[src/rtl/seq_flow_pkg.sv]
package seq_flow_pkg;

  localparam int OPW = 9;

  localparam logic [OPW-1:0] OP_PULL_PC   = 9'o600;
  localparam logic [OPW-1:0] OP_PULL_DISP = 9'o601;
  localparam logic [OPW-1:0] OP_PULL_OUT  = 9'o602;
  localparam logic [OPW-1:0] OP_PULL_ACC  = 9'o603;
  localparam logic [OPW-1:0] OP_PUSH_PC   = 9'o604;
  localparam logic [OPW-1:0] OP_PUSH_KEYS = 9'o614;
  localparam logic [OPW-1:0] OP_PUSH_OUT  = 9'o624;
  localparam logic [OPW-1:0] OP_PUSH_ACC  = 9'o634;
  localparam logic [OPW-1:0] OP_RESTART   = 9'o400;
  localparam logic [OPW-1:0] OP_HALT      = 9'o401;
  localparam logic [OPW-1:0] OP_DISP_CLR  = 9'o402;
  localparam logic [OPW-1:0] OP_BANK_HI   = 9'o403;
  localparam logic [OPW-1:0] OP_BANK_LO   = 9'o404;
  localparam logic [OPW-1:0] OP_SP_CLR    = 9'o405;
  localparam logic [OPW-1:0] OP_GO_ACC    = 9'o530;
  localparam logic [OPW-1:0] OP_GO_KEYS   = 9'o510;
  localparam logic [OPW-1:0] OP_GO_INPORT = 9'o520;

  typedef enum logic [3:0] {
    PC_INC1, PC_INC2, PC_HOLD, PC_ONE, PC_OPND,
    PC_STACK, PC_ACC, PC_KEYS, PC_INPORT
  } pc_sel_e;

  typedef enum logic [2:0] {
    SRC_PC1, SRC_PC2, SRC_KEYS, SRC_OUT, SRC_ACC
  } push_src_e;

  typedef enum logic [1:0] {
    DST_PC, DST_DISP, DST_OUT, DST_ACC
  } pull_dst_e;

  typedef struct packed {
    logic      push;
    logic      pull;
    push_src_e src;
    pull_dst_e dst;
    pc_sel_e   pc_sel;
    logic      sp_clr;
    logic      disp_clr;
    logic      bank_set;
    logic      bank_clr;
  } seq_ctl_t;

endpackage

[src/rtl/seq_flow_decode.sv]
module seq_flow_decode
  import seq_flow_pkg::*;
#(
  parameter int FLAGS = 8
) (
  input  logic [OPW-1:0]   op,
  input  logic [FLAGS-1:0] flags,
  output seq_ctl_t         ctl
);

  localparam int FIW = $clog2(FLAGS);

  logic flag_bit;
  logic want_set;
  logic taken;
  logic is_cond;

  always_comb begin
    flag_bit = flags[op[FIW-1:0]];
    want_set = ~op[3];
    taken    = (flag_bit == want_set);
    is_cond  = (op[8:5] == 4'b0110);
  end

  always_comb begin
    ctl        = '0;
    ctl.src    = SRC_PC1;
    ctl.dst    = DST_PC;
    ctl.pc_sel = PC_INC1;
    case (op)
      OP_PULL_PC:   begin ctl.pull = 1'b1; ctl.dst = DST_PC;   ctl.pc_sel = PC_STACK; end
      OP_PULL_DISP: begin ctl.pull = 1'b1; ctl.dst = DST_DISP; end
      OP_PULL_OUT:  begin ctl.pull = 1'b1; ctl.dst = DST_OUT;  end
      OP_PULL_ACC:  begin ctl.pull = 1'b1; ctl.dst = DST_ACC;  end
      OP_PUSH_PC:   begin ctl.push = 1'b1; ctl.src = SRC_PC1;  end
      OP_PUSH_KEYS: begin ctl.push = 1'b1; ctl.src = SRC_KEYS; end
      OP_PUSH_OUT:  begin ctl.push = 1'b1; ctl.src = SRC_OUT;  end
      OP_PUSH_ACC:  begin ctl.push = 1'b1; ctl.src = SRC_ACC;  end
      OP_RESTART:   ctl.pc_sel = PC_ONE;
      OP_HALT:      ctl.pc_sel = PC_HOLD;
      OP_DISP_CLR:  ctl.disp_clr = 1'b1;
      OP_BANK_HI:   ctl.bank_set = 1'b1;
      OP_BANK_LO:   ctl.bank_clr = 1'b1;
      OP_SP_CLR:    ctl.sp_clr = 1'b1;
      OP_GO_ACC:    ctl.pc_sel = PC_ACC;
      OP_GO_KEYS:   ctl.pc_sel = PC_KEYS;
      OP_GO_INPORT: ctl.pc_sel = PC_INPORT;
      default: begin
        if (is_cond) begin
          if (taken) begin
            ctl.pc_sel = PC_OPND;
            if (op[4]) begin
              ctl.push = 1'b1;
              ctl.src  = SRC_PC2;
            end
          end else begin
            ctl.pc_sel = PC_INC2;
          end
        end else begin
          ctl.pc_sel = op[8] ? PC_INC1 : PC_INC2;
        end
      end
    endcase
  end

endmodule

[src/rtl/seq_flow_stack.sv]
module seq_flow_stack #(
  parameter int DW    = 9,
  parameter int DEPTH = 16
) (
  input  logic                       clk,
  input  logic                       rst_n,
  input  logic                       en,
  input  logic                       push,
  input  logic                       pull,
  input  logic                       clr,
  input  logic [DW-1:0]              wdata,
  output logic [DW-1:0]              rdata,
  output logic [$clog2(DEPTH)-1:0]   sp,
  output logic                       err
);

  localparam int AW = $clog2(DEPTH);
  localparam logic [AW-1:0] SP_TOP = AW'(DEPTH - 1);

  logic [DW-1:0] mem [DEPTH];
  logic [AW-1:0] sp_below;
  logic [AW-1:0] sp_nxt;
  logic          err_nxt;
  logic          wr_en;

  assign sp_below = sp - AW'(1);
  assign rdata    = mem[sp_below];
  assign wr_en    = en & push;

  always_comb begin
    sp_nxt  = sp;
    err_nxt = err;
    if (en) begin
      if (clr) begin
        sp_nxt = '0;
      end else if (push) begin
        sp_nxt = sp + AW'(1);
        if (sp == SP_TOP) err_nxt = 1'b1;
      end else if (pull) begin
        sp_nxt = sp_below;
        if (sp == '0) err_nxt = 1'b1;
      end
    end
  end

  always_ff @(posedge clk or negedge rst_n) begin
    if (!rst_n) begin
      sp  <= '0;
      err <= 1'b0;
    end else begin
      sp  <= sp_nxt;
      err <= err_nxt;
    end
  end

  always_ff @(posedge clk) begin
    if (wr_en) mem[sp] <= wdata;
  end

  p_one_op_r2: assert property (@(posedge clk) disable iff (!rst_n)
    en |-> !(push && pull));

  p_wrap_push_r9: assert property (@(posedge clk) disable iff (!rst_n)
    (en && push && !clr && sp == SP_TOP) |=> (sp == '0 && err));

  p_wrap_pull_r9: assert property (@(posedge clk) disable iff (!rst_n)
    (en && pull && sp == '0) |=> (sp == SP_TOP && err));

  p_err_sticky_r9: assert property (@(posedge clk) disable iff (!rst_n)
    err |=> err);

  p_push_step_r3: assert property (@(posedge clk) disable iff (!rst_n)
    (en && push && !clr) |=> sp == $past(sp) + AW'(1));

endmodule

[src/rtl/seq_flow_pc.sv]
module seq_flow_pc
  import seq_flow_pkg::*;
#(
  parameter int DW = 9
) (
  input  logic          clk,
  input  logic          rst_n,
  input  logic          en,
  input  pc_sel_e       sel,
  input  logic [DW-1:0] opnd,
  input  logic [DW-1:0] stk,
  input  logic [DW-1:0] acc,
  input  logic [DW-1:0] keys,
  input  logic [DW-1:0] inport,
  output logic [DW-1:0] pc
);

  logic [DW-1:0] pc_nxt;

  always_comb begin
    pc_nxt = pc;
    if (en) begin
      case (sel)
        PC_INC1:   pc_nxt = pc + DW'(1);
        PC_INC2:   pc_nxt = pc + DW'(2);
        PC_HOLD:   pc_nxt = pc;
        PC_ONE:    pc_nxt = DW'(1);
        PC_OPND:   pc_nxt = opnd;
        PC_STACK:  pc_nxt = stk;
        PC_ACC:    pc_nxt = acc;
        PC_KEYS:   pc_nxt = keys;
        PC_INPORT: pc_nxt = inport;
        default:   pc_nxt = pc;
      endcase
    end
  end

  always_ff @(posedge clk or negedge rst_n) begin
    if (!rst_n) pc <= '0;
    else        pc <= pc_nxt;
  end

  p_halt_hold_r6: assert property (@(posedge clk) disable iff (!rst_n)
    (en && sel == PC_HOLD) |=> pc == $past(pc));

  p_restart_r6: assert property (@(posedge clk) disable iff (!rst_n)
    (en && sel == PC_ONE) |=> pc == DW'(1));

  p_target_r4: assert property (@(posedge clk) disable iff (!rst_n)
    (en && sel == PC_OPND) |=> pc == $past(opnd));

endmodule

[src/rtl/seq_flow_ctrl.sv]
module seq_flow_ctrl
  import seq_flow_pkg::*;
#(
  parameter int DW    = 9,
  parameter int DEPTH = 16,
  parameter int FLAGS = 8
) (
  input  logic                       clk,
  input  logic                       rst_n,
  input  logic                       instr_valid,
  input  logic [OPW-1:0]             op_code,
  input  logic [DW-1:0]              operand,
  input  logic [FLAGS-1:0]           flags,
  input  logic [DW-1:0]              acc_in,
  input  logic [DW-1:0]              keys_in,
  input  logic [DW-1:0]              inport_in,
  output logic [DW-1:0]              pc_out,
  output logic [$clog2(DEPTH)-1:0]   sp_out,
  output logic [DW-1:0]              disp_out,
  output logic [DW-1:0]              outport_out,
  output logic                       bank_out,
  output logic                       acc_wr_en,
  output logic [DW-1:0]              acc_wr_data,
  output logic                       stack_err
);

  logic [1:0]    rst_sync;
  logic          rst_ni;
  seq_ctl_t      ctl;
  logic [DW-1:0] stk_rd;
  logic [DW-1:0] push_data;
  logic [DW-1:0] disp_nxt;
  logic [DW-1:0] out_nxt;
  logic          bank_nxt;

  always_ff @(posedge clk or negedge rst_n) begin
    if (!rst_n) rst_sync <= 2'b00;
    else        rst_sync <= {rst_sync[0], 1'b1};
  end
  assign rst_ni = rst_sync[1];

  seq_flow_decode #(.FLAGS(FLAGS)) u_decode (
    .op    (op_code),
    .flags (flags),
    .ctl   (ctl)
  );

  always_comb begin
    case (ctl.src)
      SRC_PC1:  push_data = pc_out + DW'(1);
      SRC_PC2:  push_data = pc_out + DW'(2);
      SRC_KEYS: push_data = keys_in;
      SRC_OUT:  push_data = outport_out;
      SRC_ACC:  push_data = acc_in;
      default:  push_data = acc_in;
    endcase
  end

  seq_flow_stack #(.DW(DW), .DEPTH(DEPTH)) u_stack (
    .clk   (clk),
    .rst_n (rst_ni),
    .en    (instr_valid),
    .push  (ctl.push),
    .pull  (ctl.pull),
    .clr   (ctl.sp_clr),
    .wdata (push_data),
    .rdata (stk_rd),
    .sp    (sp_out),
    .err   (stack_err)
  );

  seq_flow_pc #(.DW(DW)) u_pc (
    .clk    (clk),
    .rst_n  (rst_ni),
    .en     (instr_valid),
    .sel    (ctl.pc_sel),
    .opnd   (operand),
    .stk    (stk_rd),
    .acc    (acc_in),
    .keys   (keys_in),
    .inport (inport_in),
    .pc     (pc_out)
  );

  always_comb begin
    disp_nxt = disp_out;
    out_nxt  = outport_out;
    bank_nxt = bank_out;
    if (instr_valid) begin
      if (ctl.disp_clr) disp_nxt = '0;
      if (ctl.pull && ctl.dst == DST_DISP) disp_nxt = stk_rd;
      if (ctl.pull && ctl.dst == DST_OUT)  out_nxt  = stk_rd;
      if (ctl.bank_set) bank_nxt = 1'b1;
      if (ctl.bank_clr) bank_nxt = 1'b0;
    end
  end

  always_ff @(posedge clk or negedge rst_ni) begin
    if (!rst_ni) begin
      disp_out    <= '0;
      outport_out <= '0;
      bank_out    <= 1'b0;
    end else begin
      disp_out    <= disp_nxt;
      outport_out <= out_nxt;
      bank_out    <= bank_nxt;
    end
  end

  assign acc_wr_en   = instr_valid & ctl.pull & (ctl.dst == DST_ACC);
  assign acc_wr_data = stk_rd;

  p_idle_hold_r11: assert property (@(posedge clk) disable iff (!rst_ni)
    !instr_valid |=> ($stable(pc_out) && $stable(sp_out) && $stable(disp_out)
                      && $stable(outport_out) && $stable(bank_out)));

  p_acc_wr_valid_r11: assert property (@(posedge clk) disable iff (!rst_ni)
    acc_wr_en |-> instr_valid);

  p_pull_disp_r2: assert property (@(posedge clk) disable iff (!rst_ni)
    (instr_valid && op_code == OP_PULL_DISP) |=> disp_out == $past(stk_rd));

  p_bank_hi_r7: assert property (@(posedge clk) disable iff (!rst_ni)
    (instr_valid && op_code == OP_BANK_HI) |=> bank_out);

endmodule

[config.mk]
export PLATFORM = sky130hd
export DESIGN_NAME = seq_flow_ctrl
export DESIGN_NICKNAME = d
export VERILOG_FILES = /design/src/rtl/seq_flow_pkg.sv /design/src/rtl/seq_flow_decode.sv /design/src/rtl/seq_flow_stack.sv /design/src/rtl/seq_flow_pc.sv /design/src/rtl/seq_flow_ctrl.sv
export SDC_FILE = /design/constraint.sdc
export NUM_CORES = 1
export LEC_CHECK = 0
export ABC_AREA = 1
export ABC_CLOCK_PERIOD_IN_PS = 4800
export BUFFER_PORTS_ARGS = -buffer_cell sky130_fd_sc_hd__clkbuf_2
export CAP_MARGIN = 20
export CORE_MARGIN = 2
export CORE_UTILIZATION = 45
export CTS_BUF_LIST = sky130_fd_sc_hd__clkbuf_4
export DETAILED_ROUTE_END_ITERATION = 10
export GPL_TIMING_DRIVEN = 0
export SLEW_MARGIN = 20
export SYNTH_ARGS = -nofsm -noshare
export SYNTH_HDL_FRONTEND = slang
export SYNTH_SLANG_ARGS = --single-unit
[constraint.sdc]
create_clock -name clk -period 4.8 [get_ports clk]
set_clock_uncertainty 0.15 [all_clocks]
set_input_delay 0.48 -clock clk [delete_from_list [all_inputs] [get_ports clk]]
set_output_delay 0.48 -clock clk [all_outputs]
set_load 0.02 [all_outputs]
==> results of run 1 <==
==> power breakdown <==
part	switching [uW]	internal (uW)
registers	77.4	1870
clock network	618	248
logic	2010	743
total	2710	2860
==> area by class of cell <==
class                           count  area, sq um  share of cell area
Timing Repair Buffer              101          533              0.0530
Inverter                           72          270              0.0269
Tap cell                          265          332              0.0330
Antenna cell                        1         2.50            0.000249
Buffer                             37          203              0.0202
Multi-Input combinational cell    655         3200               0.318
Sequential cell                   179         5200               0.517
Clock buffer                       17          128              0.0127
Clock inverter                     15          183              0.0182
==> logic make-up after synthesis <==
| kind of cell | after synthesis | synth area share |
|---|---|---|
| adders and majority gates | 6 | 0.00846 |
| xor gates and xnor gates | 13 | 0.0158 |
| and+or+nand+nor | 501 | 0.252 |
| DFF | 179 | 0.586 |
| other | 1 | 0.000423 |
| AOI/OAI and AO/OA | 134 | 0.0835 |
| buffers and inverters | 109 | 0.0533 |
==> worst max path at each step <==
| stage | start | end | slack [ps] |
|---|---|---|---|
| global placement | u_stack.sp[0]$_DFFE_PN0P_ | acc_wr_data[3] | 1280 |
| detailed placement | u_stack.sp[0]$_DFFE_PN0P_ | acc_wr_data[3] | 1270 |
| finish | u_stack.sp[0]$_DFFE_PN0P_ | acc_wr_data[5] | 620 |
| floorplan | u_stack.sp[0]$_DFFE_PN0P_ | acc_wr_data[0] | 2050 |
| global route | u_stack.sp[0]$_DFFE_PN0P_ | acc_wr_data[3] | 410 |
| CTS | u_stack.sp[0]$_DFFE_PN0P_ | acc_wr_data[3] | 620 |
==> metrics by stage <==
stage | std cells | hold WS (ps) | setup slack [ps] | util
global placement | 1305 | 121 | 1280 | 0.499
finish | 1342 | 32.1 | 624 | 0.518
CTS | 1341 | 13.8 | 622 | 0.518
floorplan | 943 | 34.4 | 2050 | -
global route | 1342 | 23.4 | 407 | 0.518
detailed placement | 1307 | -3.03 | 1270 | 0.501
==> state kept, by name (all words and copies together), names as in the netlist <==
name and cells:
bank_out 1, disp_out 9, outport_out 9, rst_sync 2, u_pc.pc 9, u_stack.err 1, u_stack.mem 144, u_stack.sp 4
==> layout by cell type (no fill, tap or decap), types with 2 or more instances in the layout <==
master         netlist  routed
buf_2               18      18
nor2_2               2       2
clkinv_8             0       6
inv_1               58      58
nand3_1             90      90
dlygate4sd3_1        0       2
nor4_4               2       2
buf_6                4       4
o211ai_1            21      21
o21ai_1              8       8
a21oi_1              4       4
buf_4                3       4
inv_6                0       4
nand2_1            189     189
o21ai_0             89      89
nand4_1             18      18
xor2_1              11      11
nor3_2               2       3
clkbuf_2             0      97
nor3_4               2       2
clkbuf_4             0      17
dfrtp_1             35      34
clkbuf_1            11      11
inv_8                0       3
nor2_1             168     168
nor3_1               4       3
ha_1                 6       6
nand2_2             10      10
nand3_2              4       4
clkinv_1             2       2
edfxtp_1           144     144
inv_2               12      12
o22ai_1             10      10
nor2_4               4       4
==> routing by layer <==
layer | wire length [um] | GRT usage | part of all wire
met5 | 0 | 0 | 0
met3 | 1500 | 0.0358 | 0.060
met2 | 12000 | 0.412 | 0.48
met1 | 10800 | 0.341 | 0.43
met4 | 669 | 0.0792 | 0.027
==> worst reg2reg max path, delay by kind of cell, from the launching register on <==
family,cells,cell delay (ps)
AO/OA/AOI/OAI,2,260
adder cells (fa/ha/maj),1,420
buffers and inverters,5,1050
flip-flops,1,530
AND/OR/NAND/NOR,9,970
==> timing repair <==
action	CTS	global route
endpoints found under the hold margin	11	0
hold buffers	2	0
setup endpoints to repair	0	0
==> results.py, run 1 <==
metrics = {
    "logic_synthesis": {
        "ys_async_sr_fraction": 0.196,
        "syn_nets": 1005,
        "synthTopCellsByArea": "edfxtp_1, dfrtp_1, nand2_1",
        "synth-edff-count": 144,
        "synth_most_common_cell": "nand2_1",
        "synth_top_area_frac": 0.488,
        "synth_common_cells": "nand2_1, nor2_1, edfxtp_1",
        "seq_area_frac_synth": 0.586,
        "synth_cells": 943,
        "synth.distinct_cells": 40,
        "synth_warnings": 0,
        "synthesis.area_sq_um": 8870,
        "ys_ff_latch": 179,
        "synth.avg_cell_area_sq_um": 9.41,
        "synth_area_leader_cell": "edfxtp_1",
        "ys.flop_type": "edfxtp_1",
    },
    "worst_setup_path": {
        "r2r_start": "u_stack.sp[0]$_DFFE_PN0P_",
        "required_ps": 4170,
        "cp.depth": 10,
        "r2r_slack_ps": 1360,
        "reg2regPathDepth": 17,
        "crit_slowest_cell": "dfrtp_1",
        "reg2reg_to": "u_pc.pc[3]$_DFFE_PN0P_",
        "cp_top_family": "buffers and inverters",
        "start_kind": "flop",
        "cp_cell_sequence": "inv_2 -> buf_6 -> buf_2 -> ha_1 -> clkbuf_1 -> o21ai_0 -> o211ai_1 -> nand3_1 -> nand2_1 -> clkbuf_2",
        "crit_fanout": 11,
        "cp-end-kind": "output pin",
        "cp.arrival_ps": 3550,
        "cp_num_buf_inv": 5,
        "path_class": "reg2out",
        "cpPeakStageDelay_ps": 530,
    },
    "power_and_ir_drop": {
        "power.total_uw": 5570,
        "ir_drop_mv": 0.295,
        "powerDensity_nw_per_um2": 554,
        "p_leak_uw": 0.00412,
    },
    "placement": {
        "place_hpwl_mm": 18.1,
        "placed_area_sq_um": 9720,
        "gp_congestion": 0.899,
        "io_buffers": 97,
    },
    "route": {
        "num_vias": 7220,
        "wl_per_cell_um": 18.6,
        "routed_wl_mm": 25.0,
        "drcViolationCount": 0,
        "first_pass_iters": 5,
        "viasPerCell": 5.38,
        "ant_nets": 0,
        "drtIter0Drc": 672,
    },
    "cts": {
        "clock_sinks": 179,
        "post_cts_buffers": 0,
        "cts_tree": "built",
        "cts.repair.resized": 0,
        "cts_made_buffers": 17,
        "cts_max_path_buffers": 2,
        "clock_latency_ps": 590,
        "cts_htree_levels": 4,
        "clk_pin_slew_worst_paths_ps": 160,
        "cts-root-buf": "clkbuf_4",
    },
    "layout": {
        "nNetsFinal": 1125,
        "stdcell_area_sq_um": 10100,
        "syn_to_final_growth_pct": 13.3,
        "fillers": 1848,
        "drive_gt1_frac": 0.187,
    },
    "die": {
        "io_pins": 99,
        "coreArea_sq_um": 19400,
        "die_area_sq_um": 20800,
        "fp.dieW_um": 144,
        "die_h_um": 144,
        "rows": 51,
        "start_util": 0.457,
    },
    "global_route": {
        "grt_max_degree": 25,
        "overflow": 0,
        "antenna_found_initial": 1,
        "grt_pass1_wl_mm": 38.5,
        "first_global_vias": 6766,
        "grt_use_total": 0.249,
    },
    "sta": {
        "slew-limit-headroom": 0.271,
        "period_share": 0.870,
        "finalSetupViolations": 0,
        "worstMarginPinSlew_ps": 1090,
        "report.final.slew_viol_count": 0,
        "fin_crit_ps": 4180,
        "rsz0062_at_grt": "no",
        "hold_viol_final": 0,
        "max_freq_mhz": 239,
        "setup_tns_ps": 0,
    },
    "min_path": {
        "hold_class": "in2async",
    },
    "status": {
        "outcome": "complete, no violations",
    },
    "job": {
        "drv_cap": 0,
    },
}
Power figures use the tool's default switching activity.
==> run 2: changes to the inputs <==
--- a/config.mk
+++ b/config.mk
@@ -7,12 +7,12 @@
 export LEC_CHECK = 0
 export ABC_AREA = 1
 export ABC_CLOCK_PERIOD_IN_PS = 4800
-export BUFFER_PORTS_ARGS = -buffer_cell sky130_fd_sc_hd__clkbuf_2
 export CAP_MARGIN = 20
 export CORE_MARGIN = 2
 export CORE_UTILIZATION = 45
 export CTS_BUF_LIST = sky130_fd_sc_hd__clkbuf_4
 export DETAILED_ROUTE_END_ITERATION = 10
+export DONT_BUFFER_PORTS = 1
 export GPL_TIMING_DRIVEN = 0
 export SLEW_MARGIN = 20
 export SYNTH_ARGS = -nofsm -noshare
==> run 2 against run 1 <==
  * Routed wire length shrank 2.7%
  * Non-clock buffer count shrank 85
  * Register-to-register slack worse by 640 ps
  * Fmax decreased by 0.39%
  * Core utilization decreased by 2.0 points
  * Combinational power fell by 9.5%
  * Sequential power grew 4%
  * Global-route usage decreased by 1.1 points
  * Clock-buffer cell count did not move
  * Critical endpoint is now acc_wr_data[3]
==> results.py, run 2 (synthesis results as in run 1) <==
metrics = {
    "sta": {
        "report.final.slew_viol_count": 0,
        "period_share": 0.873,
        "whs_ps": 57.2,
        "hold_viol_final": 0,
        "fin_crit_ps": 4190,
        "finalSetupViolations": 0,
        "setup_tns_ps": 0,
        "max_freq_mhz": 239,
        "slew-limit-headroom": 0.297,
        "worstMarginPinSlew_ps": 1050,
        "rsz0062_at_grt": "no",
    },
    "route": {
        "first_pass_iters": 5,
        "ant_nets": 0,
        "drtIter0Drc": 526,
        "wl_per_cell_um": 19.4,
        "viasPerCell": 5.39,
        "routed_wl_mm": 24.3,
        "drcViolationCount": 0,
        "num_vias": 6771,
    },
    "worst_setup_path": {
        "r2r_slack_ps": 720,
        "cp_num_buf_inv": 4,
        "crit_fanout": 11,
        "reg2regPathDepth": 18,
        "reg2reg_to": "u_pc.pc[0]$_DFFE_PN0P_",
        "required_ps": 4170,
        "start_kind": "flop",
        "path_class": "reg2out",
        "cpPeakStageDelay_ps": 660,
        "cp-end-kind": "output pin",
        "cp_top_family": "buffers and inverters",
        "cp_cell_sequence": "inv_2 -> buf_6 -> buf_2 -> ha_1 -> clkbuf_1 -> o21ai_0 -> o211ai_1 -> nand3_1 -> nand2_1",
        "r2r_start": "u_stack.sp[0]$_DFFE_PN0P_",
        "cp.arrival_ps": 3560,
        "crit_slowest_cell": "dfrtp_1",
    },
    "cts": {
        "cts_max_path_buffers": 2,
        "cts_tree": "built",
        "cts-root-buf": "clkbuf_4",
        "cts_htree_levels": 4,
        "cts_made_buffers": 17,
        "clock_sinks": 179,
        "post_cts_buffers": 0,
        "cts.repair.resized": 0,
        "clk_pin_slew_worst_paths_ps": 170,
        "clock_latency_ps": 590,
    },
    "placement": {
        "io_buffers": 0,
        "placed_area_sq_um": 9240,
        "gp_congestion": 0.874,
        "place_hpwl_mm": 17.5,
    },
    "global_route": {
        "grt_pass1_wl_mm": 36.8,
        "antenna_found_initial": 0,
        "grt_use_total": 0.238,
        "overflow": 0,
        "first_global_vias": 6329,
        "grt_max_degree": 31,
    },
    "layout": {
        "fillers": 1895,
        "drive_gt1_frac": 0.107,
        "diodes": 0,
        "largest_reg_flops": 144,
        "mostFrequentLayoutCells": "nand2_1, nor2_1, edfxtp_1, nand3_1, o21ai_0",
        "regMostFlops": "u_stack.mem",
        "nNetsFinal": 1040,
        "syn_to_final_growth_pct": 8.90,
        "multi_input_area_sq_um": 3200,
        "final_common_cell": "nand2_1",
        "stdcell_area_sq_um": 9660,
        "regArea_sq_um": 5200,
    },
    "job": {
        "drv_cap": 0,
    },
    "min_path": {
        "min_to": "u_pc.pc[6]$_DFFE_PN0P_",
        "hold_class": "in2reg",
        "worstHoldStart": "acc_in[6]",
        "worstHoldPathCells": 6,
    },
    "die": {
        "fp.dieW_um": 144,
        "die_area_sq_um": 20800,
        "start_util": 0.457,
        "coreArea_sq_um": 19400,
        "rows": 51,
        "io_pins": 99,
        "die_h_um": 144,
    },
    "status": {
        "outcome": "complete, no violations",
    },
    "power_and_ir_drop": {
        "powerDensity_nw_per_um2": 555,
        "ir_drop_mv": 0.268,
        "p_leak_uw": 0.00376,
    },
}
run 2: cell count changes in the layout (fill, tap and decap cells not counted), sizes merged:
| cell | delta |
|---|---|
| buf | +2 |
| clkbuf | -97 |
| clkinv | -3 |
| diode | -1 |
| dlygate4sd3 | +10 |
| inv | +3 |
run 2: tightest hold or removal path, cell delays in order:
cell and delay [ps]:
nand2_1 30, nand3_1 70, nor2_1 40, nand2_1 50, nand2_1 50, nand2_1 50
run 2: metrics by stage:
stage | power (uW) | util | setup WS [ps] | instances
floorplan | 3630 | - | 2050 | 943
global placement | 4490 | 0.474 | 1190 | 1208
detailed placement | 4510 | 0.476 | 1170 | 1210
CTS | 5350 | 0.497 | 611 | 1254
global route | 5660 | 0.498 | 415 | 1256
finish | 5360 | 0.498 | 608 | 1256
run 2: layout make-up:
cell class,count,share of cell area
plain buffers,37,0.0210
clock buffers,17,0.0132
clock inverters,15,0.0159
inverters,72,0.0280
multi-input cells,655,0.331
flip-flops and latches,179,0.538
well taps,265,0.0343
repair buffers,16,0.0176
run 2: repair_timing:
item	CTS	global route
endpoints found under the hold margin	13	0
endpoints found under the setup margin	0	0
hold buffers	12	0
run 2: routing by layer:
| metal | GRT usage | up-vias | wire (um) |
|---|---|---|---|
| met5 | 0 | - | 0 |
| met4 | 0.0899 | 0 | 805 |
| met3 | 0.0530 | 41 | 1620 |
| li1 | - | 3289 | - |
| met2 | 0.375 | 272 | 11400 |
| met1 | 0.324 | 3169 | 10500 |
run 2: how the worst max path moves through the flow:
| stage | start | end | cells past startpoint |
|---|---|---|---|
| finish | u_stack.sp[0]$_DFFE_PN0P_ | acc_wr_data[3] | 9 |
| global route | u_stack.sp[0]$_DFFE_PN0P_ | acc_wr_data[6] | 11 |
| CTS | u_stack.sp[0]$_DFFE_PN0P_ | acc_wr_data[3] | 9 |
| detailed placement | u_stack.sp[0]$_DFFE_PN0P_ | u_pc.pc[3]$_DFFE_PN0P_ | 17 |
| global placement | u_stack.sp[0]$_DFFE_PN0P_ | u_pc.pc[3]$_DFFE_PN0P_ | 17 |
| floorplan | u_stack.sp[0]$_DFFE_PN0P_ | acc_wr_data[0] | 10 |
run 2: where the power goes:
group	internal, uW	total (uW)	switching, uW
registers	1870	2030	156
logic	625	2490	1860
clock network	239	843	604
total	2730	5360	2620
==> run 3: changes to the inputs <==
--- a/config.mk
+++ b/config.mk
@@ -6,7 +6,7 @@
 export NUM_CORES = 1
 export LEC_CHECK = 0
 export ABC_AREA = 1
-export ABC_CLOCK_PERIOD_IN_PS = 4800
+export ABC_CLOCK_PERIOD_IN_PS = 4900
 export CAP_MARGIN = 20
 export CORE_MARGIN = 2
 export CORE_UTILIZATION = 45
@@ -14,7 +14,6 @@
 export DETAILED_ROUTE_END_ITERATION = 10
 export DONT_BUFFER_PORTS = 1
 export GPL_TIMING_DRIVEN = 0
-export SLEW_MARGIN = 20
 export SYNTH_ARGS = -nofsm -noshare
 export SYNTH_HDL_FRONTEND = slang
 export SYNTH_SLANG_ARGS = --single-unit
==> constraint.sdc (replaced) <==
create_clock -name clk -period 4.9 [get_ports clk]
set_clock_uncertainty 0.15 [all_clocks]
set_input_delay 0.49 -clock clk [delete_from_list [all_inputs] [get_ports clk]]
set_output_delay 0.49 -clock clk [all_outputs]
set_load 0.02 [all_outputs]
==> run 3 against run 2 <==
  * Core utilization down 0.12 points
  * Routed wire length fell by 0.31%
  * Sequential share of layout area up 0.13 points
  * Non-clock buffer count shrank 2
  * Critical path depth stayed put
  * Combinational power down 2%
  * Final cell count shrank 0.16%
  * Clock-buffer cell count did not move
  * Sequential power is 2% lower
  * Critical path type unchanged
  * Critical endpoint unchanged
  * Largest power group unchanged
  * Highest routed layer unchanged
==> results.py, run 3 (synthesis results as in run 1) <==
metrics = {
    "placement": {
        "place_ws_ps": 1260,
        "gp_congestion": 0.874,
        "io_buffers": 0,
        "place_hpwl_mm": 17.4,
    },
    "cts": {
        "clk_pin_slew_worst_paths_ps": 170,
        "clock_latency_ps": 590,
        "cts_tree": "built",
        "clock_sinks": 179,
        "cts_made_buffers": 17,
        "cts-root-buf": "clkbuf_4",
        "cts_max_path_buffers": 2,
        "cts_htree_levels": 4,
        "cts.repair.resized": 0,
    },
    "route": {
        "wl_per_cell_um": 19.4,
        "drtIter0Drc": 582,
        "first_pass_iters": 5,
        "num_vias": 6769,
        "drcViolationCount": 0,
        "ant_nets": 0,
        "viasPerCell": 5.40,
        "routed_wl_mm": 24.3,
    },
    "layout": {
        "final_util": 0.497,
        "fillers": 1891,
        "syn_to_final_growth_pct": 8.65,
        "mostFrequentLayoutCells": "nand2_1, nor2_1, edfxtp_1, nand3_1, o21ai_0",
        "regMostFlops": "u_stack.mem",
        "nNetsFinal": 1038,
        "final_common_cell": "nand2_1",
        "diodes": 0,
        "largest_reg_flops": 144,
        "drive_gt1_frac": 0.106,
    },
    "power_and_ir_drop": {
        "p_leak_uw": 0.00375,
        "powerDensity_nw_per_um2": 546,
        "ir_drop_mv": 0.272,
    },
    "die": {
        "fp.dieW_um": 144,
        "rows": 51,
        "die_h_um": 144,
        "io_pins": 99,
        "die_area_sq_um": 20800,
        "coreArea_sq_um": 19400,
        "start_util": 0.457,
    },
    "worst_setup_path": {
        "crit_fanout": 11,
        "crit_slowest_cell": "dfrtp_1",
        "cp_num_buf_inv": 4,
        "reg2reg_to": "u_pc.pc[0]$_DFFE_PN0P_",
        "r2r_slack_ps": 830,
        "reg2regPathDepth": 18,
        "cp_top_family": "buffers and inverters",
        "cp-end-kind": "output pin",
        "r2r_start": "u_stack.sp[0]$_DFFE_PN0P_",
        "required_ps": 4260,
        "cp.arrival_ps": 3580,
        "start_kind": "flop",
        "cp_cell_sequence": "inv_2 -> buf_6 -> buf_2 -> ha_1 -> clkbuf_1 -> o21ai_0 -> o211ai_1 -> nand3_1 -> nand2_1",
        "cpPeakStageDelay_ps": 650,
        "path_class": "reg2out",
    },
    "global_route": {
        "first_global_vias": 6235,
        "overflow": 0,
        "grt_max_degree": 34,
        "grt_use_total": 0.237,
        "antenna_found_initial": 0,
        "grt_pass1_wl_mm": 36.5,
    },
    "sta": {
        "fin_ws_ps": 681,
        "setup_tns_ps": 0,
        "report.final.slew_viol_count": 0,
        "period_share": 0.861,
        "finalSetupViolations": 0,
        "fin_crit_ps": 4220,
        "max_freq_mhz": 237,
        "hold_viol_final": 0,
        "slew-limit-headroom": 0.317,
        "rsz0062_at_grt": "no",
        "worstMarginPinSlew_ps": 1020,
    },
    "min_path": {
        "min_to": "u_pc.pc[5]$_DFFE_PN0P_",
        "hold_class": "in2reg",
        "worstHoldStart": "operand[5]",
        "worstHoldPathCells": 6,
    },
    "job": {
        "drv_cap": 0,
    },
    "status": {
        "outcome": "complete, no violations",
    },
}
run 3: cell types whose count changed in the layout (fill, tap and decap cells not counted):
cell / before / now
buf_12: 1 / 0
dlygate4sd3_1: 12 / 11
buf_8: 0 / 1
buf_4: 4 / 3
run 3: area by class of cell:
type | instances | area (sq um) | share of cell area
clock buffers | 17 | 128 | 0.0132
plain buffers | 37 | 203 | 0.0210
multi-input cells | 655 | 3200 | 0.332
well taps | 265 | 332 | 0.0344
clock inverters | 15 | 154 | 0.0160
repair buffers | 14 | 148 | 0.0153
flip-flops and latches | 179 | 5200 | 0.540
inverters | 72 | 270 | 0.0280
run 3: worst max path at each step:
stage	startpoint	to	slack, ps	depth (start not counted)
finish	u_stack.sp[0]$_DFFE_PN0P_	acc_wr_data[3]	680	9
global route	u_stack.sp[0]$_DFFE_PN0P_	acc_wr_data[6]	480	11
CTS	u_stack.sp[0]$_DFFE_PN0P_	acc_wr_data[3]	680	9
detailed placement	u_stack.sp[0]$_DFFE_PN0P_	u_pc.pc[5]$_DFFE_PN0P_	1260	17
global placement	u_stack.sp[0]$_DFFE_PN0P_	u_pc.pc[3]$_DFFE_PN0P_	1290	17
floorplan	u_stack.sp[0]$_DFFE_PN0P_	acc_wr_data[0]	2140	10
run 3: what timing repair did:
action                                 CTS  global route
hold buffers                            11             0
setup buffers                            0             0
endpoints found under the hold margin   10             0
setup endpoints to repair                0             0
run 3: through the flow:
step	std cells	hold slack [ps]	cell area, sq um	total power [uW]
4_1_cts	1251	2.52	9600	5240
6_report	1254	65.5	9640	5260
2_1_floorplan	943	44.4	8870	3560
3_3_place_gp	1208	44.5	9200	4400
3_5_place_dp	1208	44.5	9210	4420
5_1_grt	1254	55.2	9640	5540
run 3: metal layers:
layer  routed length, um  global-route usage  vias up
li1                    -                   -     3293
met1               10600               0.321     3212
met2               11500               0.380      228
met3                1550              0.0493       36
met4                 640              0.0843        0
met5                   0                   0        -
run 3: where the power goes:
group,internal [uW],switching (uW),leakage [uW]
clock,234,591,0.000153
sequential,1830,159,0.00173
combinational,617,1830,0.00186
total,2680,2580,0.00375
run 3: worst register-to-register path: cells and delay by family, from the launching register on:
kind                       cells  cell delay [ps]
DFF                            1              650
AOI/OAI and AO/OA              2              210
adders and majority gates      1              420
buffers and inverters          6             1600
and+or+nand+nor                9              980
